`src/rtl/sesc_pkg.sv`:
```
package sesc_pkg;
   localparam int NUM_FN = 5;
   localparam int KIND_W = 3;

   typedef enum logic [KIND_W-1:0] {
      FN_LOCK    = 3'd0,
      FN_UNLOCK  = 3'd1,
      FN_IRQ     = 3'd2,
      FN_IO      = 3'd3,
      FN_RESCHED = 3'd4
   } fn_kind_e;

   typedef enum logic [2:0] {
      EV_NONE        = 3'd0,
      EV_TICK        = 3'd1,
      EV_SEM_BLOCK   = 3'd2,
      EV_SEM_RELEASE = 3'd3,
      EV_IO_BLOCK    = 3'd4,
      EV_IO_DONE     = 3'd5,
      EV_UNKNOWN     = 3'd6
   } evt_e;

   typedef enum logic [2:0] {
      PD_IDLE   = 3'd0,
      PD_LOCK   = 3'd1,
      PD_UNLOCK = 3'd2,
      PD_IRQ    = 3'd3,
      PD_IO     = 3'd4,
      PD_IRQ_IO = 3'd5
   } pend_e;
endpackage

```
`src/rtl/sesc_addr_table.sv`:
```
module sesc_addr_table
   import sesc_pkg::*;
#(
   parameter int ADDR_W  = 32,
   parameter int ENTRIES = 8,
   localparam int IDX_W  = $clog2(ENTRIES)
) (
   input  logic              clk,
   input  logic              rst_n,
   input  logic              wr_en,
   input  logic [IDX_W-1:0]  wr_idx,
   input  logic [ADDR_W-1:0] wr_addr,
   input  logic [KIND_W-1:0] wr_kind,
   input  logic              wr_valid,
   input  logic [ADDR_W-1:0] probe_addr,
   output logic [NUM_FN-1:0] kind_hit
);
   logic [ADDR_W-1:0] ent_addr  [ENTRIES];
   logic [KIND_W-1:0] ent_kind  [ENTRIES];
   logic [ENTRIES-1:0] ent_valid;
   logic [ENTRIES-1:0] ent_match;

   for (genvar e = 0; e < ENTRIES; e++) begin : g_ent
      always_ff @(posedge clk) begin
         if (!rst_n) begin
            ent_valid[e] <= 1'b0;
            ent_addr[e]  <= '0;
            ent_kind[e]  <= '0;
         end else if (wr_en && (wr_idx == IDX_W'(e))) begin
            ent_valid[e] <= wr_valid;
            ent_addr[e]  <= wr_addr;
            ent_kind[e]  <= wr_kind;
         end
      end
      assign ent_match[e] = ent_valid[e] && (ent_addr[e] == probe_addr);
   end

   for (genvar k = 0; k < NUM_FN; k++) begin : g_kind
      logic [ENTRIES-1:0] sel;
      for (genvar e = 0; e < ENTRIES; e++) begin : g_sel
         assign sel[e] = ent_match[e] && (ent_kind[e] == KIND_W'(k));
      end
      assign kind_hit[k] = |sel;
   end
endmodule

```
`src/rtl/sesc_entry_edge.sv`:
```
module sesc_entry_edge #(
   parameter int WIDTH    = 5,
   parameter bit COLLAPSE = 1'b1
) (
   input  logic             clk,
   input  logic             rst_n,
   input  logic [WIDTH-1:0] hit,
   output logic [WIDTH-1:0] entry
);
   if (COLLAPSE) begin : g_collapse
      logic [WIDTH-1:0] hit_q;
      always_ff @(posedge clk) begin
         if (!rst_n) hit_q <= '0;
         else        hit_q <= hit;
      end
      assign entry = hit & ~hit_q;
   end else begin : g_raw
      assign entry = hit;
   end
endmodule

```
`src/rtl/sesc_seq_fsm.sv`:
```
module sesc_seq_fsm
   import sesc_pkg::*;
(
   input  logic              clk,
   input  logic              rst_n,
   input  logic [NUM_FN-1:0] entry,
   output logic              strobe,
   output logic [2:0]        code
);
   pend_e    pend_q, pend_d;
   logic     strobe_d;
   evt_e     code_d;
   evt_e     code_q;
   logic     sel_any;
   fn_kind_e sel_kind;

   always_comb begin
      sel_any  = 1'b1;
      sel_kind = FN_RESCHED;
      if      (entry[FN_RESCHED]) sel_kind = FN_RESCHED;
      else if (entry[FN_IRQ])     sel_kind = FN_IRQ;
      else if (entry[FN_IO])      sel_kind = FN_IO;
      else if (entry[FN_LOCK])    sel_kind = FN_LOCK;
      else if (entry[FN_UNLOCK])  sel_kind = FN_UNLOCK;
      else                        sel_any  = 1'b0;
   end

   always_comb begin
      pend_d   = pend_q;
      strobe_d = 1'b0;
      code_d   = EV_NONE;
      if (sel_any) begin
         unique case (sel_kind)
            FN_RESCHED: begin
               strobe_d = 1'b1;
               pend_d   = PD_IDLE;
               unique case (pend_q)
                  PD_LOCK:   code_d = EV_SEM_BLOCK;
                  PD_UNLOCK: code_d = EV_SEM_RELEASE;
                  PD_IRQ:    code_d = EV_TICK;
                  PD_IO:     code_d = EV_IO_BLOCK;
                  PD_IRQ_IO: code_d = EV_IO_DONE;
                  default:   code_d = EV_UNKNOWN;
               endcase
            end
            FN_IRQ:    pend_d = PD_IRQ;
            FN_IO:     pend_d = (pend_q == PD_IRQ) ? PD_IRQ_IO : PD_IO;
            FN_LOCK:   pend_d = PD_LOCK;
            FN_UNLOCK: pend_d = PD_UNLOCK;
            default:   pend_d = pend_q;
         endcase
      end
   end

   always_ff @(posedge clk) begin
      if (!rst_n) begin
         pend_q <= PD_IDLE;
         strobe <= 1'b0;
         code_q <= EV_NONE;
      end else begin
         pend_q <= pend_d;
         strobe <= strobe_d;
         code_q <= code_d;
      end
   end

   assign code = code_q;
endmodule

```
`src/rtl/sesc_classifier.sv`:
```
module sesc_classifier
   import sesc_pkg::*;
#(
   parameter int ADDR_W   = 32,
   parameter int ENTRIES  = 8,
   parameter bit COLLAPSE = 1'b1,
   localparam int IDX_W   = $clog2(ENTRIES)
) (
   input  logic              clk,
   input  logic              rst_n,
   input  logic [ADDR_W-1:0] bus_addr,
   input  logic              cfg_we,
   input  logic [IDX_W-1:0]  cfg_idx,
   input  logic [ADDR_W-1:0] cfg_addr,
   input  logic [2:0]        cfg_kind,
   input  logic              cfg_valid,
   output logic              evt_strobe,
   output logic [2:0]        evt_code
);
   if (ENTRIES < 2 || ENTRIES > 256) begin : g_bad_entries
      $error("sesc_classifier: ENTRIES must lie in 2..256");
   end
   if (ADDR_W < 4 || ADDR_W > 64) begin : g_bad_addr
      $error("sesc_classifier: ADDR_W must lie in 4..64");
   end

   logic [NUM_FN-1:0] fn_hit;
   logic [NUM_FN-1:0] fn_entry;

   sesc_addr_table #(.ADDR_W(ADDR_W), .ENTRIES(ENTRIES)) u_table (
      .clk        (clk),
      .rst_n      (rst_n),
      .wr_en      (cfg_we),
      .wr_idx     (cfg_idx),
      .wr_addr    (cfg_addr),
      .wr_kind    (cfg_kind),
      .wr_valid   (cfg_valid),
      .probe_addr (bus_addr),
      .kind_hit   (fn_hit)
   );

   sesc_entry_edge #(.WIDTH(NUM_FN), .COLLAPSE(COLLAPSE)) u_edge (
      .clk   (clk),
      .rst_n (rst_n),
      .hit   (fn_hit),
      .entry (fn_entry)
   );

   sesc_seq_fsm u_fsm (
      .clk    (clk),
      .rst_n  (rst_n),
      .entry  (fn_entry),
      .strobe (evt_strobe),
      .code   (evt_code)
   );
endmodule

```
`config.mk`:
```
export PLATFORM = sky130hd
export DESIGN_NAME = sesc_classifier
export DESIGN_NICKNAME = d
export VERILOG_FILES = /design/src/rtl/sesc_pkg.sv /design/src/rtl/sesc_addr_table.sv /design/src/rtl/sesc_entry_edge.sv /design/src/rtl/sesc_seq_fsm.sv /design/src/rtl/sesc_classifier.sv
export SDC_FILE = /design/constraint.sdc
export NUM_CORES = 1
export LEC_CHECK = 0
export BUFFER_PORTS_ARGS = -buffer_cell sky130_fd_sc_hd__buf_2
export CORE_MARGIN = 2
export CORE_UTILIZATION = 51
export DETAILED_ROUTE_END_ITERATION = 8
export GPL_ROUTABILITY_DRIVEN = 0
export PLACE_DENSITY = 0.68
export SKIP_CTS_REPAIR_TIMING = 1
export SYNTH_ARGS = -nofsm -noshare
export SYNTH_HDL_FRONTEND = slang
export SYNTH_SLANG_ARGS = --single-unit
```
`constraint.sdc`:
```
create_clock -name clk -period 11.3 [get_ports clk]
set_clock_uncertainty 0.15 [all_clocks]
set_input_delay 1.13 -clock clk [delete_from_list [all_inputs] [get_ports clk]]
set_output_delay 1.13 -clock clk [all_outputs]
set_load 0.01 [all_outputs]
```
==> results.json <==
{
  "status": "complete, no violations",
  "dp_cells": 1797,
  "ys_top_cells_by_count": "281 x and2_1, 280 x edfxtp_1, 148 x xnor2_1",
  "path_buf_inv": 2,
  "cts_tree": "yes",
  "grt_pass1_vias": 11053,
  "synth.net_count": 1440,
  "slew_viol_final": 0,
  "rsz0062_at_grt": "no",
  "ys_types": 65,
  "ioPinCount": 78,
  "grtUsageTotal": 0.328,
  "ys_seq_area_frac": 0.561,
  "nets": 1512,
  "critical_path_class": "primary input to register",
  "start_util": 0.516,
  "cpMaxStageDelayCell": "nor4b_1",
  "holdPathStages": 2,
  "netlist_area_sq_um": 15700,
  "dp_hpwl_microns": 37700,
  "die_y_microns": 179,
  "fin_util": 0.580,
  "power.density_nw_per_um2": 157,
  "clockRootBuffer": "clkbuf_16",
  "reg2reg_depth": 9,
  "netlist_top_cells_area": "edfxtp_1 54%, and2_1 11%, xnor2_1 8.3%",
  "setup_ws_ps": 7470,
  "die_w_microns": 179,
  "max_slew_margin": 0.276,
  "hold_class": "register to register",
  "grt_util_met2": 0.493,
  "antenna_found_initial": 1,
  "gr-total-overflow": 0,
  "cpLargestDelayFamily": "simple AND/OR/NAND/NOR gates",
  "cp.depth": 9,
  "die_area_sq_um": 32200,
  "htreeDepth": 2,
  "async_reset_ff_frac": 0,
  "avgSynthCellArea_sq_um": 11.5,
  "use_met3": 0.0825,
  "worstPathArrival_ps": 4120,
  "area_growth_pct": 12.5,
  "cts-buffers-inserted": 35,
  "routed_wl_microns": 53300,
  "min_period_ps": 3830,
  "final-seq-area_sq_um": 8810,
  "crit_path_start_kind": "primary input",
  "synth_seq_cells": 300,
  "core_sq_um": 30400,
  "multi_input_area_sq_um": 6590,
  "worstPathRequired_ps": 11600,
  "dr.pass1.iters": 7,
  "place_area_sq_um": 16500,
  "cp_max_fo": 10,
  "ir_drop_mv": 0.118,
  "path_clk_slew_ps": 60,
  "synth_edf_count": 280,
  "finalCritPeriodShare": 0.339,
  "clkSinkCount": 300,
  "drc_errors": 0,
  "tns_ps": 0,
  "finalHoldViolCount": 0,
  "drive_gt1_frac": 0.116,
  "setup_viol": 0,
  "grt_pass1_wl_microns": 76700,
  "grt_max_degree": 37,
  "top_usage_layer": "met2",
  "cpPeakStageDelay_ps": 880,
  "synth_top_cell_by_area": "edfxtp_1",
  "worstSkewPairLatency_ps": 530,
  "fin_area_sq_um": 17700,
  "vias": 11506,
  "drtAntennaViolNets": 0,
  "routedWlPerCell_microns": 28.7,
  "dp_slack_ps": 7040,
  "max_cap_viol_count": 0,
  "fp-row-count": 64,
  "synth_ff_type": "edfxtp_1",
  "cellLeakagePower_nw": 6.11,
  "n_fill_cell": 2562,
  "drt_iter0_drc": 1726,
  "path_cells": "buf_2, inv_1, a22o_1, nor4b_1, nand4_1, o32ai_1, nor4_1, or2_1, a21oi_1",
  "synthDominantCellAreaShare": 0.536,
  "io_buffers": 77,
  "grtUsageMet1": 0.448,
  "vias_per_cell": 6.19,
  "worst_pin_slew_ps": 1080,
  "synthCells": 1366,
  "antenna_cells": 0,
  "synth_most_common_cell": "and2_1",
  "yosysWarnings": 0,
  "clockBufferDepth": 3,
  "cp-end-kind": "register",
  "finalNonFillerCells": 1858,
  "fmaxAchievable_mhz": 261
}
[power breakdown]
group,internal [mW],switching [mW],total (mW)
combinational,0.0981,0.221,0.319
clock,0.678,0.452,1.13
sequential,1.29,0.0405,1.33
total,2.06,0.714,2.78
[metrics by stage]
step           power, mW  hold slack (ps)
2_1_floorplan       1.51              305
3_3_place_gp        1.65              326
3_5_place_dp        1.65              331
4_1_cts             2.77              353
5_1_grt             2.84              377
6_report            2.78              355
[flip-flops by register name (all words and copies together), names as in the netlist]
signal,cells
u_fsm.strobe,1
u_fsm.pend_q,3
u_table.ent_kind,24
u_table.ent_addr,256
u_table.ent_valid,8
u_edge.g_collapse.hit_q,5
u_fsm.code,3
[worst paths after layout]
kind,endpoint,slack [ps],from
setup / recovery,u_fsm.pend_q[0],7470,bus_addr[8]
hold / removal,u_table.ent_valid[2],350,u_table.ent_valid[2]
setup reg to reg,u_fsm.pend_q[0],8050,u_table.ent_addr[1][126]
hold reg to reg,u_table.ent_valid[2],350,u_table.ent_valid[2]
[area by class of cell]
class / count / share of cell area
Clock buffer: 46 / 0.0555
Clock inverter: 15 / 0.00850
Inverter: 36 / 0.00765
Multi-Input combinational cell: 972 / 0.373
Sequential cell: 300 / 0.499
Tap cell: 396 / 0.0281
Timing Repair Buffer: 93 / 0.0286
[worst min-delay path, delay by kind of cell, from the launching register on]
kind | cells | cell delay (ps)
buffers and inverters | 1 | 50
AO/OA/AOI/OAI | 1 | 70
flip-flops | 1 | 320
[cell families (layout without fill, tap and decap cells)]
kind of cell | after synthesis | count (layout) | synth area share
xor gates and xnor gates | 195 | 195 | 0.109
AOI/OAI and AO/OA | 74 | 74 | 0.0340
DFF | 300 | 300 | 0.561
buffers and inverters | 94 | 190 | 0.0265
and+or+nand+nor | 703 | 703 | 0.270
[placed cells by master (no fill, tap or decap), types with 37 or more instances in the layout]
| cell | count |
|---|---|
| clkbuf_16 | 37 |
| nand2_1 | 39 |
| xor2_1 | 47 |
| buf_2 | 77 |
| nand2b_1 | 106 |
| nor4_1 | 39 |
| nand4_1 | 84 |
| and2_1 | 281 |
| xnor2_1 | 148 |
| edfxtp_1 | 280 |
[metal layers]
| layer | up-vias | part of all wire |
|---|---|---|
| met5 | - | 0 |
| met4 | 0 | 0.058 |
| met3 | 188 | 0.12 |
| met2 | 809 | 0.43 |
| met1 | 5531 | 0.39 |
| li1 | 4978 | - |
No activity file was read; power rests on OpenSTA's default activity.
